File: src/rtl/proc_timer_pkg.sv
package proc_timer_pkg;
   typedef enum logic [1:0] {
      WORD_HI_LIM   = 2'd0,
      WORD_LO_CNT   = 2'd1,
      WORD_LIM_KEEP = 2'd2,
      WORD_CTRL     = 2'd3
   } ptc_word_e;
endpackage

File: src/rtl/proc_timer_mode.sv
module proc_timer_mode (
   input  logic clk,
   input  logic rst_n,
   input  logic mode_stb,
   input  logic mode_user,
   output logic usr,
   output logic chg,
   output logic to_user
);
   logic usr_q;

   assign chg     = mode_stb && (mode_user != usr_q);
   assign to_user = chg && mode_user;
   assign usr     = usr_q;

   always_ff @(posedge clk or negedge rst_n) begin
      if (!rst_n)   usr_q <= 1'b0;
      else if (chg) usr_q <= mode_user;
   end
endmodule

File: src/rtl/proc_timer_count.sv
module proc_timer_count #(
   parameter int USR_W = 54,
   parameter int CTR_W = 22,
   parameter int LO_TW = 23,
   parameter int HI_W  = 31
) (
   input  logic             clk,
   input  logic             rst_n,
   input  logic             adv,
   input  logic             usr,
   input  logic             ld_hi,
   input  logic             ld_lo,
   input  logic             clr,
   input  logic [HI_W-1:0]  hi_val,
   input  logic [LO_TW-1:0] lo_val,
   input  logic [CTR_W-1:0] lim,
   output logic [USR_W-1:0] ticks,
   output logic             hit
);
   localparam int PAD = USR_W - CTR_W;
   localparam logic [USR_W-1:0] USR_TOP  = {{(USR_W-1){1'b1}}, 1'b0};
   localparam logic [USR_W-1:0] FREE_TOP = {{PAD{1'b0}}, {(CTR_W-1){1'b1}}, 1'b0};

   logic [USR_W-1:0] ticks_q;
   logic [USR_W-1:0] top_c;
   logic             wrap;

   always_comb begin
      if (usr)             top_c = USR_TOP;
      else if (lim == '0)  top_c = FREE_TOP;
      else                 top_c = {{PAD{1'b0}}, lim} - USR_W'(1);
   end

   assign wrap  = adv && (ticks_q >= top_c);
   assign hit   = wrap && (usr || (lim != '0));
   assign ticks = ticks_q;

   always_ff @(posedge clk or negedge rst_n) begin
      if (!rst_n) begin
         ticks_q <= '0;
      end else if (clr) begin
         ticks_q <= '0;
      end else if (ld_hi) begin
         ticks_q[USR_W-1:LO_TW] <= hi_val;
      end else if (ld_lo) begin
         ticks_q[LO_TW-1:0] <= lo_val;
      end else if (wrap) begin
         ticks_q <= '0;
      end else if (adv) begin
         ticks_q <= ticks_q + USR_W'(1);
      end
   end
endmodule

File: src/rtl/proc_timer_regs.sv
module proc_timer_regs
   import proc_timer_pkg::*;
#(
   parameter int DATA_W   = 32,
   parameter int SUB_BITS = 9,
   parameter int USR_W    = 54,
   parameter int CTR_W    = 22,
   parameter int LO_TW    = 23,
   parameter bit SNAP_EN  = 1'b1
) (
   input  logic              clk,
   input  logic              rst_n,
   input  logic              bus_sel,
   input  logic              bus_we,
   input  logic [1:0]        bus_word,
   input  logic [CTR_W-1:0]  lim_val,
   input  logic              run_val,
   input  logic              usr,
   input  logic              chg,
   input  logic              to_user,
   input  logic              hit,
   input  logic [USR_W-1:0]  ticks,
   output logic [CTR_W-1:0]  lim,
   output logic              run,
   output logic              ld_hi,
   output logic              ld_lo,
   output logic              clr,
   output logic              irq,
   output logic [DATA_W-1:0] rdata,
   output logic              rvalid
);
   ptc_word_e         word;
   logic              wr, rd;
   logic              wr_w0, wr_w1, wr_w2, wr_w3, rd_w0, rd_w1;
   logic              reached_q, irq_q, run_q;
   logic [CTR_W-1:0]  lim_q;
   logic [LO_TW-1:0]  lo_rd;
   logic [DATA_W-1:0] rmux, rdata_q;
   logic              rvalid_q;

   assign word  = ptc_word_e'(bus_word);
   assign wr    = bus_sel && bus_we;
   assign rd    = bus_sel && !bus_we;
   assign wr_w0 = wr && (word == WORD_HI_LIM);
   assign wr_w1 = wr && (word == WORD_LO_CNT);
   assign wr_w2 = wr && (word == WORD_LIM_KEEP);
   assign wr_w3 = wr && (word == WORD_CTRL);
   assign rd_w0 = rd && (word == WORD_HI_LIM);
   assign rd_w1 = rd && (word == WORD_LO_CNT);

   assign ld_hi = wr_w0 && usr;
   assign ld_lo = wr_w1 && usr;
   assign clr   = wr_w0 && !usr;

   always_ff @(posedge clk or negedge rst_n) begin
      if (!rst_n) begin
         lim_q     <= '0;
         run_q     <= 1'b1;
         reached_q <= 1'b0;
         irq_q     <= 1'b0;
      end else begin
         if ((wr_w0 || wr_w2) && !usr) lim_q <= lim_val;
         if (wr_w3) run_q <= run_val;
         if (hit)
            reached_q <= 1'b1;
         else if (ld_hi || ld_lo || (rd_w0 && !usr))
            reached_q <= 1'b0;
         if (to_user || clr || (rd_w0 && !usr))
            irq_q <= 1'b0;
         else if (hit && !usr)
            irq_q <= 1'b1;
      end
   end

   generate
      if (SNAP_EN) begin : g_snap
         logic [LO_TW-1:0] snap_q;
         logic             snap_vld_q;
         always_ff @(posedge clk or negedge rst_n) begin
            if (!rst_n) begin
               snap_q     <= '0;
               snap_vld_q <= 1'b0;
            end else if (chg || wr_w0 || wr_w1 || (rd_w1 && usr)) begin
               snap_vld_q <= 1'b0;
            end else if (rd_w0 && usr) begin
               snap_q     <= ticks[LO_TW-1:0];
               snap_vld_q <= 1'b1;
            end
         end
         assign lo_rd = snap_vld_q ? snap_q : ticks[LO_TW-1:0];
      end else begin : g_live
         assign lo_rd = ticks[LO_TW-1:0];
      end
   endgenerate

   always_comb begin
      unique case (word)
         WORD_HI_LIM:   rmux = usr ? {reached_q, ticks[USR_W-1:LO_TW]}
                                   : {1'b0, lim_q, {SUB_BITS{1'b0}}};
         WORD_LO_CNT:   rmux = usr ? {lo_rd, {SUB_BITS{1'b0}}}
                                   : {reached_q, ticks[CTR_W-1:0], {SUB_BITS{1'b0}}};
         WORD_LIM_KEEP: rmux = '0;
         default:       rmux = {{(DATA_W-1){1'b0}}, run_q};
      endcase
   end

   always_ff @(posedge clk or negedge rst_n) begin
      if (!rst_n) begin
         rdata_q  <= '0;
         rvalid_q <= 1'b0;
      end else begin
         rvalid_q <= rd;
         if (rd) rdata_q <= rmux;
      end
   end

   assign lim    = lim_q;
   assign run    = run_q;
   assign irq    = irq_q;
   assign rdata  = rdata_q;
   assign rvalid = rvalid_q;
endmodule

File: src/rtl/proc_timer.sv
module proc_timer #(
   parameter int DATA_W   = 32,
   parameter int SUB_BITS = 9,
   parameter bit SNAP_EN  = 1'b1
) (
   input  logic              clk,
   input  logic              rst_n,
   input  logic              tick_en,
   input  logic              mode_stb,
   input  logic              mode_user,
   input  logic              bus_sel,
   input  logic              bus_we,
   input  logic [1:0]        bus_word,
   input  logic [DATA_W-1:0] bus_wdata,
   output logic [DATA_W-1:0] bus_rdata,
   output logic              bus_rvalid,
   output logic              irq
);
   localparam int HI_W  = DATA_W - 1;
   localparam int LO_TW = DATA_W - SUB_BITS;
   localparam int USR_W = HI_W + LO_TW;
   localparam int CTR_W = DATA_W - 1 - SUB_BITS;

   generate
      if (DATA_W < 8 || SUB_BITS < 1 || SUB_BITS > DATA_W - 3) begin : g_bad_cfg
         $error("proc_timer: DATA_W/SUB_BITS out of range");
      end
   endgenerate

   logic             usr_q, chg, to_user;
   logic             run_q, ld_hi, ld_lo, clr, hit, adv;
   logic [CTR_W-1:0] lim_q;
   logic [USR_W-1:0] ticks_q;

   assign adv = tick_en && (!usr_q || run_q) && !(ld_hi || ld_lo || clr);

   proc_timer_mode u_mode (
      .clk(clk), .rst_n(rst_n), .mode_stb(mode_stb), .mode_user(mode_user),
      .usr(usr_q), .chg(chg), .to_user(to_user)
   );

   proc_timer_count #(.USR_W(USR_W), .CTR_W(CTR_W), .LO_TW(LO_TW), .HI_W(HI_W)) u_count (
      .clk(clk), .rst_n(rst_n), .adv(adv), .usr(usr_q),
      .ld_hi(ld_hi), .ld_lo(ld_lo), .clr(clr),
      .hi_val(bus_wdata[HI_W-1:0]), .lo_val(bus_wdata[DATA_W-1:SUB_BITS]),
      .lim(lim_q), .ticks(ticks_q), .hit(hit)
   );

   proc_timer_regs #(
      .DATA_W(DATA_W), .SUB_BITS(SUB_BITS), .USR_W(USR_W),
      .CTR_W(CTR_W), .LO_TW(LO_TW), .SNAP_EN(SNAP_EN)
   ) u_regs (
      .clk(clk), .rst_n(rst_n), .bus_sel(bus_sel), .bus_we(bus_we), .bus_word(bus_word),
      .lim_val(bus_wdata[DATA_W-2:SUB_BITS]), .run_val(bus_wdata[0]),
      .usr(usr_q), .chg(chg), .to_user(to_user), .hit(hit), .ticks(ticks_q),
      .lim(lim_q), .run(run_q), .ld_hi(ld_hi), .ld_lo(ld_lo), .clr(clr),
      .irq(irq), .rdata(bus_rdata), .rvalid(bus_rvalid)
   );
endmodule

File: config.mk
export PLATFORM = sky130hd
export DESIGN_NAME = proc_timer
export DESIGN_NICKNAME = d
export VERILOG_FILES = /design/src/rtl/proc_timer_pkg.sv /design/src/rtl/proc_timer_mode.sv /design/src/rtl/proc_timer_count.sv /design/src/rtl/proc_timer_regs.sv /design/src/rtl/proc_timer.sv
export SDC_FILE = /design/constraint.sdc
export NUM_CORES = 1
export LEC_CHECK = 0
export BUFFER_PORTS_ARGS = -buffer_cell sky130_fd_sc_hd__buf_2
export CAP_MARGIN = 0
export CORE_MARGIN = 4
export CORE_UTILIZATION = 32
export CTS_BUF_LIST = sky130_fd_sc_hd__clkbuf_4 sky130_fd_sc_hd__clkbuf_8 sky130_fd_sc_hd__clkbuf_16
export DETAILED_ROUTE_END_ITERATION = 16
export PLACE_DENSITY = 0.52
export SYNTH_ARGS = -nofsm -noshare
export SYNTH_HDL_FRONTEND = slang
export SYNTH_HIERARCHICAL = 1
export SYNTH_SLANG_ARGS = --single-unit
File: constraint.sdc
create_clock -name clk -period 13.7 [get_ports clk]
set_input_delay 1.37 -clock clk [delete_from_list [all_inputs] [get_ports clk]]
set_output_delay 1.37 -clock clk [all_outputs]
set_load 0.02 [all_outputs]
======== Yosys cells after proc, flatten, opt, wreduce, memory -nomap -nowiden ========
Cells that the tools add are included.
Widths: inputs -> output; s select.
cells by class
  add/subtract/negate cells ............... 2
  magnitude comparators ................... 1
  eq/ne operators ......................... 6
  mux-type cells .......................... 19
  bitwise operators ....................... 1
  reduce and logical (&&, ||, !) cells .... 47
operators with widths
  cell                   count
  $mux 54                5
  $pmux 32 s3            1
  $mux 23                3
  $mux 32                2
  $mux 31                2
  $add 54x1->54 const B  1
  $ge 54x54->1           1
  $sub 22x1->23 const B  1
  $logic_and 1x1->1      22
  $logic_not 22->1       1
  $reduce_bool 22->1     1
  $logic_or 1x1->1       11
  $reduce_bool 4->1      2
  $mux 1                 6
  $reduce_and 2->1       3
  $reduce_bool 2->1      3
  $eq 2x2->1 const B     2
  $logic_not 1->1        3
  $ne 3x2->1 const B     1
  $eq 2x1->1 const B     1
  $logic_not 2->1        1
  $ne 2x2->1 const B     1
  $ne 1x1->1             1
  $not 1->1              1
storage, ports and cells
  register bits after elaboration ......... 137
  bits of input ports ..................... 41
  output and inout bits ................... 34
  word-level logic and storage cells ...... 87

======== Longest topological paths before layout ========
Gate-level depths: netlist of the first run.
  depth after elaboration ................. 12
  mapped depth ............................ 17
  gate-level depth less buffers ........... 15

======== By module ========
The synthesis of the first run kept the hierarchy.
by module, submodules not included
  module            times used  cells an instance  area an instance (um^2)  sequential area each (um^2)
  proc_timer_count  1           717                5521.5                   1351.3
  proc_timer_regs   1           282                3883.7                   2053.2
  proc_timer_mode   1           7                  56.3                     25.0
  proc_timer        1           3                  18.8                     0.0

======== Worst setup path before layout of the first run ========
Ideal clock, no wire load.
  path kind ............................... register to register
  start ................................... register u_regs.lim_q[3] (netlist: u_regs/lim[3])
  end ..................................... register u_regs.irq_q (netlist: u_regs/irq)
  library setup time ...................... 122 ps
  arrival ................................. 4954 ps
  required time ........................... 13578 ps
  path slack .............................. 8623 ps
  cell stages (with the launch flop) ...... 15
  buffers on the path ..................... 1
  period minus slack after synthesis ...... 5077 ps
  cells stage by stage .................... dfrtp_1 or4_1 nor4_2 nand4_1 a21oi_1 ha_1 a21oi_1 o21a_1 nor2_1 o311a_1 nor2_1 clkbuf_1 a21oi_1 a21oi_1 nor3_1
on the way
  cells in the longest elaborated chain, start to end .. 8
  elaborated cells between the ends (all ways) .. 11
  those cells by class .................... add/sub (1); order compare (1); mux (2); reduce/logical (7)
ends and longest elaborated chain
  element                                            RTL line                                        RTL
  start, declared                                    proc_timer_regs.sv:36                           logic [CTR_W-1:0] lim_q;
  start signal, assigned                             proc_timer_regs.sv:62                           if ((wr_w0 || wr_w2) && !usr) lim_q <= lim_val;
  $sub 22x1->23 or $logic_not 22->1 (tied branches)  proc_timer_count.sv:31, proc_timer_count.sv:30
  $mux 54                                            proc_timer_count.sv:30                          else if (lim == '0) top_c = FREE_TOP;
  $mux 54                                            proc_timer_count.sv:29                          if (usr) top_c = USR_TOP;
  $ge 54x54->1                                       proc_timer_count.sv:34                          assign wrap = adv && (ticks_q >= top_c);
  $logic_and 1x1->1                                  proc_timer_count.sv:34
  $logic_and 1x1->1 (*)                              proc_timer_count.sv:35                          assign hit = wrap && (usr || (lim != '0));
  named net hit                                      proc_timer.sv:31                                logic run_q, ld_hi, ld_lo, clr, hit, adv;
  $logic_and 1x1->1 (*)                              proc_timer_regs.sv:70                           else if (hit && !usr)
  $reduce_bool 2->1 (no line) (*)                    n/a
  end signal, assigned                               proc_timer_regs.sv:60                           irq_q <= 1'b0;
  end signal, assigned                               proc_timer_regs.sv:69                           irq_q <= 1'b0;
  end signal, assigned                               proc_timer_regs.sv:71                           irq_q <= 1'b1;
  end, declared                                      proc_timer_regs.sv:35                           logic reached_q, irq_q, run_q;
Mark *: on every way through the listed nets, which the timed path passes. The rest lies on a longest branch.
A chain may end at the register's enable or synchronous reset.

======== Worst setup path after layout of the first run ========
  start ................................... register u_regs.lim_q[3] (netlist: u_regs/lim[3])
  end ..................................... register u_count.ticks_q[44] (netlist: u_count/ticks[44])
on the way
  cells in the longest elaborated chain, start to end .. 9
  elaborated cells between the ends (all ways) .. 12
  those cells by class .................... add/sub (1); order compare (1); mux (6); reduce/logical (4)
ends and longest elaborated chain
  element                                            RTL line                                        RTL
  $sub 22x1->23 or $logic_not 22->1 (tied branches)  proc_timer_count.sv:31, proc_timer_count.sv:30
  $mux 54 (*)                                        proc_timer_count.sv:30
  $mux 54 (*)                                        proc_timer_count.sv:29
  $ge 54x54->1 (*)                                   proc_timer_count.sv:34
  $logic_and 1x1->1 (*)                              proc_timer_count.sv:34
  $mux 54                                            proc_timer_count.sv:47                          end else if (wrap) begin
  $mux 31                                            proc_timer_count.sv:45                          end else if (ld_lo) begin
  $mux 31                                            proc_timer_count.sv:43                          end else if (ld_hi) begin
  $mux 54                                            proc_timer_count.sv:41                          end else if (clr) begin
  end signal, assigned by index                      proc_timer_count.sv:44                          ticks_q[USR_W-1:LO_TW] <= hi_val;
  end signal, assigned by index                      proc_timer_count.sv:46                          ticks_q[LO_TW-1:0] <= lo_val;
  end signal, assigned                               proc_timer_count.sv:50                          ticks_q <= ticks_q + USR_W'(1);
  end, declared                                      proc_timer_count.sv:24                          logic [USR_W-1:0] ticks_q;
Every way passes the cells marked *; elsewhere a longest branch is shown, timed or not. The select of a mux whose other input is x is not followed.

==> results of run 1 <==
## registers in the layout (all words and copies together) (netlist names)
name                      count
u_count/ticks                54
u_regs/rdata                 32
u_regs/g_snap.snap_q         23
u_regs/lim                   22
u_mode/usr                    1
u_regs/g_snap.snap_vld_q      1
u_regs/irq                    1
u_regs/reached_q              1
u_regs/run                    1
u_regs/rvalid                 1
## power by group through the flow
stage / Sequential (µW) / Combinational [µW] / Clock (µW)
6_report: 590 / 428 / 486
5_1_grt: 602 / 480 / 511
3_3_place_gp: 594 / 415 / 0
3_5_place_dp: 596 / 422 / 0
4_1_cts: 589 / 426 / 493
2_1_floorplan: 557 / 307 / 0
## cell families after synthesis
kind of cell	share of synthesized area, %
adder cells (fa/ha/maj)	7.52
multiplexers	11.4
XOR/XNOR	2.22
AO/OA/AOI/OAI	17.9
buffers and inverters	4.82
AND/OR/NAND/NOR	19.9
flip-flops	36.2
## worst paths after layout
kind | start | to | slack [ns] | depth (start not counted)
max | u_regs/lim[3] | u_count/ticks[44] | 7.92 | 14
min | u_regs/rdata[31] | u_regs/rdata[31] | 0.48 | 2
max reg2reg | u_regs/lim[3] | u_count/ticks[44] | 7.92 | 14
min reg2reg | u_regs/rdata[31] | u_regs/rdata[31] | 0.48 | 2
max in group asynchronous | rst_n | u_regs/lim[14] | 11.41 | 2
min in group asynchronous | rst_n | u_regs/rdata[7] | 0.97 | 1
## placed cells by master, fill, tap and decap left out, types with 6 or more instances in the layout
cell       count
and3_1        29
nor4_1        14
ha_1          57
mux2_2        49
o21ai_1        6
nand2b_1       7
nand3_1       45
buf_4         18
dfrtp_1      136
o311ai_0      18
a32oi_1       15
buf_2         73
or3_1          6
mux2_4        20
and2_1         6
nor3_1        21
o211ai_1       6
or4_1          6
nand2_1       70
xor2_1        15
o21ai_0       53
a22oi_1       35
clkbuf_16     17
nor2_1        69
mux2i_1       22
a31oi_1       45
inv_1         41
a41oi_1       10
nand4_1       32
a22o_1         8
a21oi_1       25
xnor2_1        9
## final cells by class
class | instances | area share, %
inverter | 42 | 1.50
multi-input combinational | 771 | 52.1
sequential | 137 | 31.7
clock buffer | 20 | 4.14
timing repair buffer | 92 | 4.73
tap | 384 | 4.44
clock inverter | 12 | 1.40
## routing by layer
| metal | vias to the layer above | GRT usage [%] | routed length [µm] |
|---|---|---|---|
| li1 | 3956 | - | - |
| met1 | 4282 | 28.7 | 15200 |
| met2 | 251 | 30.7 | 14800 |
| met3 | 30 | 2.87 | 1570 |
| met4 | 0 | 4.93 | 517 |
| met5 | - | 0 | 0 |
## tightest hold or removal path: cells and delay by family, from the launching register on
family           cells  cell delay (ns)
DFF                  1             0.34
and+or+nand+nor      2             0.11
## metrics by stage
| stage | std cells | setup slack, ns | hold WS, ns |
|---|---|---|---|
| after global placement | 1426 | 8.11 | 0.470 |
| final | 1458 | 7.92 | 0.483 |
| after detailed placement | 1426 | 7.95 | 0.482 |
| after global routing | 1458 | 7.41 | 0.504 |
| after floorplan | 1009 | 8.62 | 0.476 |
| after CTS | 1458 | 7.92 | 0.496 |
==> flow_summary.toml, run 1 <==
[synthesis]
postSynthAreaPerCell_um2 = 9.40
synth_area_leader_cell = "dfrtp_1"
syn_inst = 1009
synth_cell_types = 76
yosys.area.top_type_share_pct = 35.9
yosys-top-cells-area = "dfrtp_1 36%, ha_1 7.5%, mux2_2 5.8%"
syn_nets = 1107
ys_seq_elements = 137
synth_seq_area_share_pct = 36.2
synth_async_sr_flop_share_pct = 100
netlist_area_um2 = 9480
synth_top_flop_cell = "dfrtp_1"
synthTopCellsByCount = "136 x dfrtp_1, 71 x nor2_1, 70 x nand2_1"
synth_edf_count = 0
ys_warn_count = 6
yosysMostFrequentCell = "dfrtp_1"

[setup_path]
arrival_ns = 6.07
cp_data_required_time_ns = 13.99
path_buf_inv = 1
crit_top_cell = "nor2_1"
endpoint_kind = "register"
startpoint_type = "register"
crit_family = "simple AND/OR/NAND/NOR gates"
slowest_delay_ns = 0.71
worst-path-max-fanout = 49
cp_slowest_cell = "nand2_1"
path_class = "register to register"
path_cells = "or4_1 > nor4_2 > nand4_1 > nand2b_1 > nor2_1 > ha_1 > a211oi_1 > nor2_1 > nor3_1 > a21oi_2 > nor3_2 > buf_4 > nand2_1 > o311ai_0"

[clock_tree]
numCtsBuffers = 17
insertion_delay_ns = 0.43
cts_buffer_depth = 2
ctsResizeCount = 0
cts_tree = "built"
root_buffer = "clkbuf_16"
hold_buffers = 0
postCtsSetupBuffers = 0
clkSlewWorstSetupHoldPaths_ns = 0.06
clock_sinks = 137
htreeDepth = 4

[die]
dieArea_um2 = 32400
fp-row-count = 62
dieHeight_um = 180
io_pins = 75
die_w_um = 180
initial_core_util_pct = 32.8
fp.coreArea_um2 = 28900

[layout]
nets = 1159
antenna_cells = 0
fin_util_pct = 37.4
fin_area_um2 = 10800
multi_input_area_um2 = 5630
seq_area_um2 = 3430
area_delta_synth_final_pct = 14.1
fillCellCount = 2943
drive_gt1_share_pct = 21.2

[place]
numPortBuffers = 74
dpl-instance-area_um2 = 10200
gp_congestion = 0.892
dp_hpwl_um = 22400

[global_routing]
overflow = 0
grt_pass1_vias = 8350
antenna_found_initial = 0
grt_usage_pct = 19.6
grt_pass1_wl_um = 51000
grt_max_degree = 80

[pwr]
switchingPower_uw = 565
power_uw = 1500
p_seq_share_pct = 39.2
internal_power_uw = 939
p_clk_share_pct = 32.3
p_leak_uw = 0.00483
p_per_area_nw_per_um2 = 139
peakVddDrop_v = 0.000101
comb_power_share_pct = 28.5
netSwitchingFraction_pct = 37.6

[timing]
slew_violations = 0
final.setup.tns_ns = 0
min_period_ns = 5.78
fin_skew_ns = 0.0101
setup_viol = 0
max_freq_mhz = 173
rsz0062_at_grt = "no"
relSlewSlack_pct = 28.5
worst_pin_slew_ns = 1.07
final.period_utilization_pct = 42.2
timing_hold_violations_final = 0

[route]
ant_nets = 0
avgViaCountPerCell = 5.84
wl_per_cell_um = 22.0
wl_um = 32100
vias = 8519
drcViolationCount = 0
first_pass_iters = 5
drt-initial-drc-count = 850

[job]
maxCapViolCount = 0

[min_path]
hold_path_class = "register to register"

[outcome]
status = "finished clean"
No activity file was read; power rests on OpenSTA's default activity.
==> inputs of run 2 (changes only) <==
PLACE_DENSITY = 0.54   (was 0.52)
clock period = 5.05 ns   (was 13.7 ns; I/O delays follow)
==> run 2 against run 1 <==
Against the previous run:
- cell count increased by 0.48%
- wire length decreased by 0.63%
- non-clock buffer count rose by 7
- sequential share of layout area is 0.28 points lower
- clock power rose to 2.7 times the previous value
- design area up 0.89%
- critical path depth is 1 higher
- global-route usage decreased by 0.13 points
- via count up 1.1%
- critical path type unchanged
- largest power group unchanged
- highest routed layer unchanged
==> flow_summary.toml, run 2 (synthesized netlist as in run 1, its figures left out) <==
[clock_tree]
root_buffer = "clkbuf_16"
clkSlewWorstSetupHoldPaths_ns = 0.06
insertion_delay_ns = 0.43
cts_tree = "built"
postCtsSetupBuffers = 0
cts_buffer_depth = 2
clock_sinks = 137
numCtsBuffers = 17
htreeDepth = 4

[route]
avgViaCountPerCell = 5.88
drcViolationCount = 0
drt-initial-drc-count = 683
vias = 8614
wl_per_cell_um = 21.8
wl_um = 31900
first_pass_iters = 5
ant_nets = 0

[place]
dp_slack_ns = 0.177
numPortBuffers = 74
dp_hpwl_um = 22600
gp_congestion = 0.913

[global_routing]
grt_usage_pct = 19.5
antenna_found_initial = 0
grt_pass1_vias = 8613
grt_pass1_wl_um = 50600
overflow = 0
grt_max_degree = 93

[timing]
min_period_ns = 4.71
slew_violations = 0
fin_skew_ns = 0.00945
timing_hold_violations_final = 0
rsz0062_at_grt = "no"
relSlewSlack_pct = 24.5
setup_viol = 0
worst_slack_ns = 0.344
max_freq_mhz = 212
worst_pin_slew_ns = 1.12
final.setup.tns_ns = 0
final.period_utilization_pct = 93.2

[layout]
layout_commonest_cell = "dfrtp_1"
nets = 1166
fillCellCount = 2934
seq_area_um2 = 3430
largest_reg_flops = 54
final_cell_mix = "136 x dfrtp_1, 73 x buf_2, 69 x nor2_1, 69 x nand2_1, 57 x ha_1"
area_delta_synth_final_pct = 15.1
antenna_cells = 0
drive_gt1_share_pct = 21.9
multi_input_area_um2 = 5650

[die]
io_pins = 75
initial_core_util_pct = 32.8
dieHeight_um = 180
dieArea_um2 = 32400
fp.coreArea_um2 = 28900
fp-row-count = 62
die_w_um = 180

[pwr]
p_per_area_nw_per_um2 = 377
p_leak_uw = 0.00487
peakVddDrop_v = 0.000240

[min_path]
hold_path_class = "input port to async pin"

[setup_path]
cp_data_required_time_ns = 5.32
path_class = "register to register"
startpoint_type = "register"
endpoint_kind = "register"
worst-path-max-fanout = 32
arrival_ns = 4.98

[job]
maxCapViolCount = 0

[outcome]
status = "finished clean"
[run 2: power breakdown]
group	internal (µW)	switching [µW]	leakage (µW)
clock	786	521	0.000299
sequential	1280	323	0.00181
combinational	502	703	0.00276
[run 2: final timing paths]
| check | startpoint | endpoint | slack [ns] | cells past startpoint |
|---|---|---|---|---|
| worst max-delay path | u_regs/lim[2] | u_count/ticks[46] | 0.34 | 15 |
| worst min-delay path | rst_n | u_regs/rdata[8] | 0.17 | 1 |
| worst max register to register | u_regs/lim[2] | u_count/ticks[46] | 0.34 | 15 |
| worst min register to register | u_regs/rdata[31] | u_regs/rdata[31] | 0.48 | 2 |
| max in group asynchronous | rst_n | u_count/ticks[15] | 3.67 | 2 |
| min in group clk | mode_stb | u_mode/usr | 0.27 | 2 |
[run 2: worst max-delay path, stage by stage, from the launching register on]
cell      delay (ns)
dfrtp_1         0.44
or4_1           0.66
nor4_4          0.31
nand2_1         0.19
nor2_1          0.16
a21oi_2         0.07
buf_4           0.27
ha_1            0.36
nand4_1         0.13
nor3_1          0.45
nand4_1         0.29
a21oi_4         0.38
nor2_2          0.19
buf_4           0.25
a32oi_1         0.21
o311ai_0        0.17
[run 2: per-layer routing]
metal | routed length [µm] | GRT usage (%) | vias up | share of wire [%]
met5 | 0 | 0 | - | 0
met4 | 780 | 6.47 | 0 | 2.4
met3 | 1890 | 3.55 | 51 | 5.9
met2 | 14400 | 30.5 | 352 | 45
met1 | 14900 | 27.4 | 4243 | 47
li1 | - | - | 3968 | -
[run 2: repair_timing]
item / in CTS / in global routing
resized for setup: 0 / 5
endpoints found under the setup margin: 0 / 55
endpoints found under the hold margin: 0 / 0
hold buffers: 0 / 0
[run 2: final cells by class]
class,instances,share of cell area (%)
clock buffers,22,4.47
clock inverters,10,1.08
flip-flops and latches,137,31.4
inverters,42,1.49
repair buffers,99,5.32
well taps,384,4.40
multi-input cells,771,51.8
[run 2: per-stage QoR]
stage                     instances  total power, µW  area, µm²  hold slack (ns)  utilization, %
after global placement         1433             2780      10300            0.461            35.5
after detailed placement       1433             2800      10300            0.465            35.5
after floorplan                1009             2340       9480            0.209               -
after CTS                      1465             4110      10900            0.216            37.6
after global routing           1465             4350      10900            0.245            37.7
final                          1465             4110      10900            0.171            37.7
==> inputs of run 3 (changes only) <==
ABC_AREA = 1   (was default)
PLACE_DENSITY = default   (was 0.54)
clock period = 5.2 ns   (was 5.05 ns; I/O delays follow)
==> run 3 against run 2 <==
Against the previous run:
- cell count increased by 47%
- highest routed layer unchanged
- sequential cell count stayed put
- die area is 11% higher
- wire length rose by 19%
==> flow_summary.toml, run 3 <==
[pwr]
peakVddDrop_v = 0.000238
p_seq_share_pct = 39.1
comb_power_share_pct = 36.1
netSwitchingFraction_pct = 46.1
switchingPower_uw = 2390
p_per_area_nw_per_um2 = 433
p_leak_uw = 0.00630
internal_power_uw = 2790
p_clk_share_pct = 24.7

[die]
fp.coreArea_um2 = 32500
initial_core_util_pct = 32.4
dieArea_um2 = 35900
fp-row-count = 66
die_w_um = 190
dieHeight_um = 190
io_pins = 75

[timing]
max_freq_mhz = 215
min_period_ns = 4.65
final.period_utilization_pct = 89.5
final.setup.tns_ns = 0
relSlewSlack_pct = 38.2
worst_pin_slew_ns = 0.925
timing_hold_violations_final = 0
fin_skew_ns = 0.0145
slew_violations = 0
rsz0062_at_grt = "no"
worst_slack_ns = 0.547
setup_viol = 0

[place]
dp_hpwl_um = 28800
numPortBuffers = 74
dp_slack_ns = 0.557
dpl-instance-area_um2 = 11400
gp_congestion = 0.999

[synthesis]
syn_inst = 1648
yosysMostFrequentCell = "nand2_1"
synth_async_sr_flop_share_pct = 100
synth_area_leader_cell = "dfrtp_1"
postSynthAreaPerCell_um2 = 6.40
yosys.area.top_type_share_pct = 32.3
synth_seq_area_share_pct = 32.5
yosys-top-cells-area = "dfrtp_1 32%, nand2_1 27%, ha_1 6.8%"
synth_cell_types = 43
ys_seq_elements = 137
netlist_area_um2 = 10500
ys_warn_count = 6
synth_edf_count = 0
syn_nets = 1746
synth_top_flop_cell = "dfrtp_1"
synthTopCellsByCount = "746 x nand2_1, 182 x nor2_1, 136 x dfrtp_1"

[route]
wl_per_cell_um = 17.7
wl_um = 38000
drcViolationCount = 0
vias = 10858
drt-initial-drc-count = 1148
ant_nets = 0
avgViaCountPerCell = 5.04
first_pass_iters = 6

[setup_path]
startpoint_type = "register"
worst-path-max-fanout = 30
reg2reg_setup_slack_ns = 0.55
endpoint_kind = "register"
path_class = "register to register"
crit_top_cell = "nand2_1"
slowest_delay_ns = 0.50
rr_worst_depth = 25
cp_data_required_time_ns = 5.52
cp_slowest_cell = "nor2_1"
arrival_ns = 4.98

[global_routing]
grt_usage_pct = 21.1
antenna_found_initial = 0
grt_max_degree = 94
overflow = 0
grt_pass1_wl_um = 59100
grt_pass1_vias = 10077

[layout]
fillCellCount = 3592
final_cell_mix = "746 x nand2_1, 180 x nor2_1, 136 x dfrtp_1"
area_delta_synth_final_pct = 13.4
nets = 1797
seq_area_um2 = 3430
largest_reg_flops = 54
drive_gt1_share_pct = 9.23
multi_input_area_um2 = 6420
fin_area_um2 = 12000
layout_commonest_cell = "nand2_1"
antenna_cells = 0

[min_path]
hold_path_class = "input port to async pin"

[clock_tree]
root_buffer = "clkbuf_16"
ctsResizeCount = 0
cts_buffer_depth = 2
clock_sinks = 137
postCtsSetupBuffers = 0
insertion_delay_ns = 0.43
htreeDepth = 4
numCtsBuffers = 17
hold_buffers = 0
clkSlewWorstSetupHoldPaths_ns = 0.07
cts_tree = "built"

[outcome]
status = "finished clean"

[job]
maxCapViolCount = 0
-- run 3: cell count changes in the layout (fill, tap and decap cells not counted), moves of 35 or more --
cell / before / now
nand2_1: 69 / 746
mux2_2: 49 / 1
inv_1: 41 / 122
a22oi_1: 35 / 0
nor2_1: 69 / 180
a31oi_1: 45 / 0
-- run 3: critical path, delay by kind of cell (launching register included) --
kind | cells | cell delay [ns]
and+or+nand+nor | 18 | 2.84
AOI/OAI and AO/OA | 2 | 0.20
buffers and inverters | 4 | 0.72
adders and majority gates | 1 | 0.30
DFF | 1 | 0.43
-- run 3: cells by family after synthesis --
logic type                 count (synthesis)  share of synthesized area [%]
xor gates and xnor gates                  39                           3.24
and+or+nand+nor                         1059                           40.6
muxes                                      1                          0.107
AOI/OAI and AO/OA                        172                           9.69
adders and majority gates                 57                           6.76
DFF                                      137                           32.5
buffers and inverters                    183                           7.05
-- run 3: per-layer routing --
layer	wire (µm)	vias up	global-route usage [%]
met5	0	-	0
met4	984	0	6.20
met3	2150	59	2.53
met2	17500	370	33.8
met1	17400	5094	30.0
li1	-	5335	-
-- run 3: per-stage QoR --
step                hold slack, ns  total power (µW)  utilization (%)  cells
finish                       0.173              5180             36.8   2154
global route                 0.261              5600             36.8   2154
CTS                          0.214              5190             36.7   2154
detailed placement           0.453              3880             34.9   2122
global placement             0.448              3830             34.9   2122
floorplan                    0.224              3140                -   1648
-- run 3: power groups by stage --
stage	Combinational, µW	Sequential [µW]	Clock (µW)
global placement	1800	2030	0
detailed placement	1850	2030	0
global route	2170	2070	1360
floorplan	1380	1760	0
finish	1870	2030	1280
CTS	1860	2010	1310
-- run 3: area by class of cell --
cell class | instances | share of cell area (%)
inverters | 125 | 3.92
flip-flops and latches | 137 | 28.7
clock inverters | 14 | 1.32
clock buffers | 18 | 3.67
repair buffers | 90 | 4.15
well taps | 442 | 4.62
multi-input cells | 1328 | 53.6
-- run 3: path summary, 6_finish.rpt --
| kind | endpoint | startpoint |
|---|---|---|
| hold reg to reg | u_regs/g_snap.snap_q[7] | u_regs/g_snap.snap_q[7] |
| max in group asynchronous | u_count/ticks[45] | rst_n |
| setup reg to reg | u_count/ticks[49] | u_regs/lim[16] |
| setup / recovery | u_count/ticks[49] | u_regs/lim[16] |
| min in group clk | u_regs/lim[17] | bus_wdata[26] |
| hold / removal | u_regs/g_snap.snap_q[0] | rst_n |
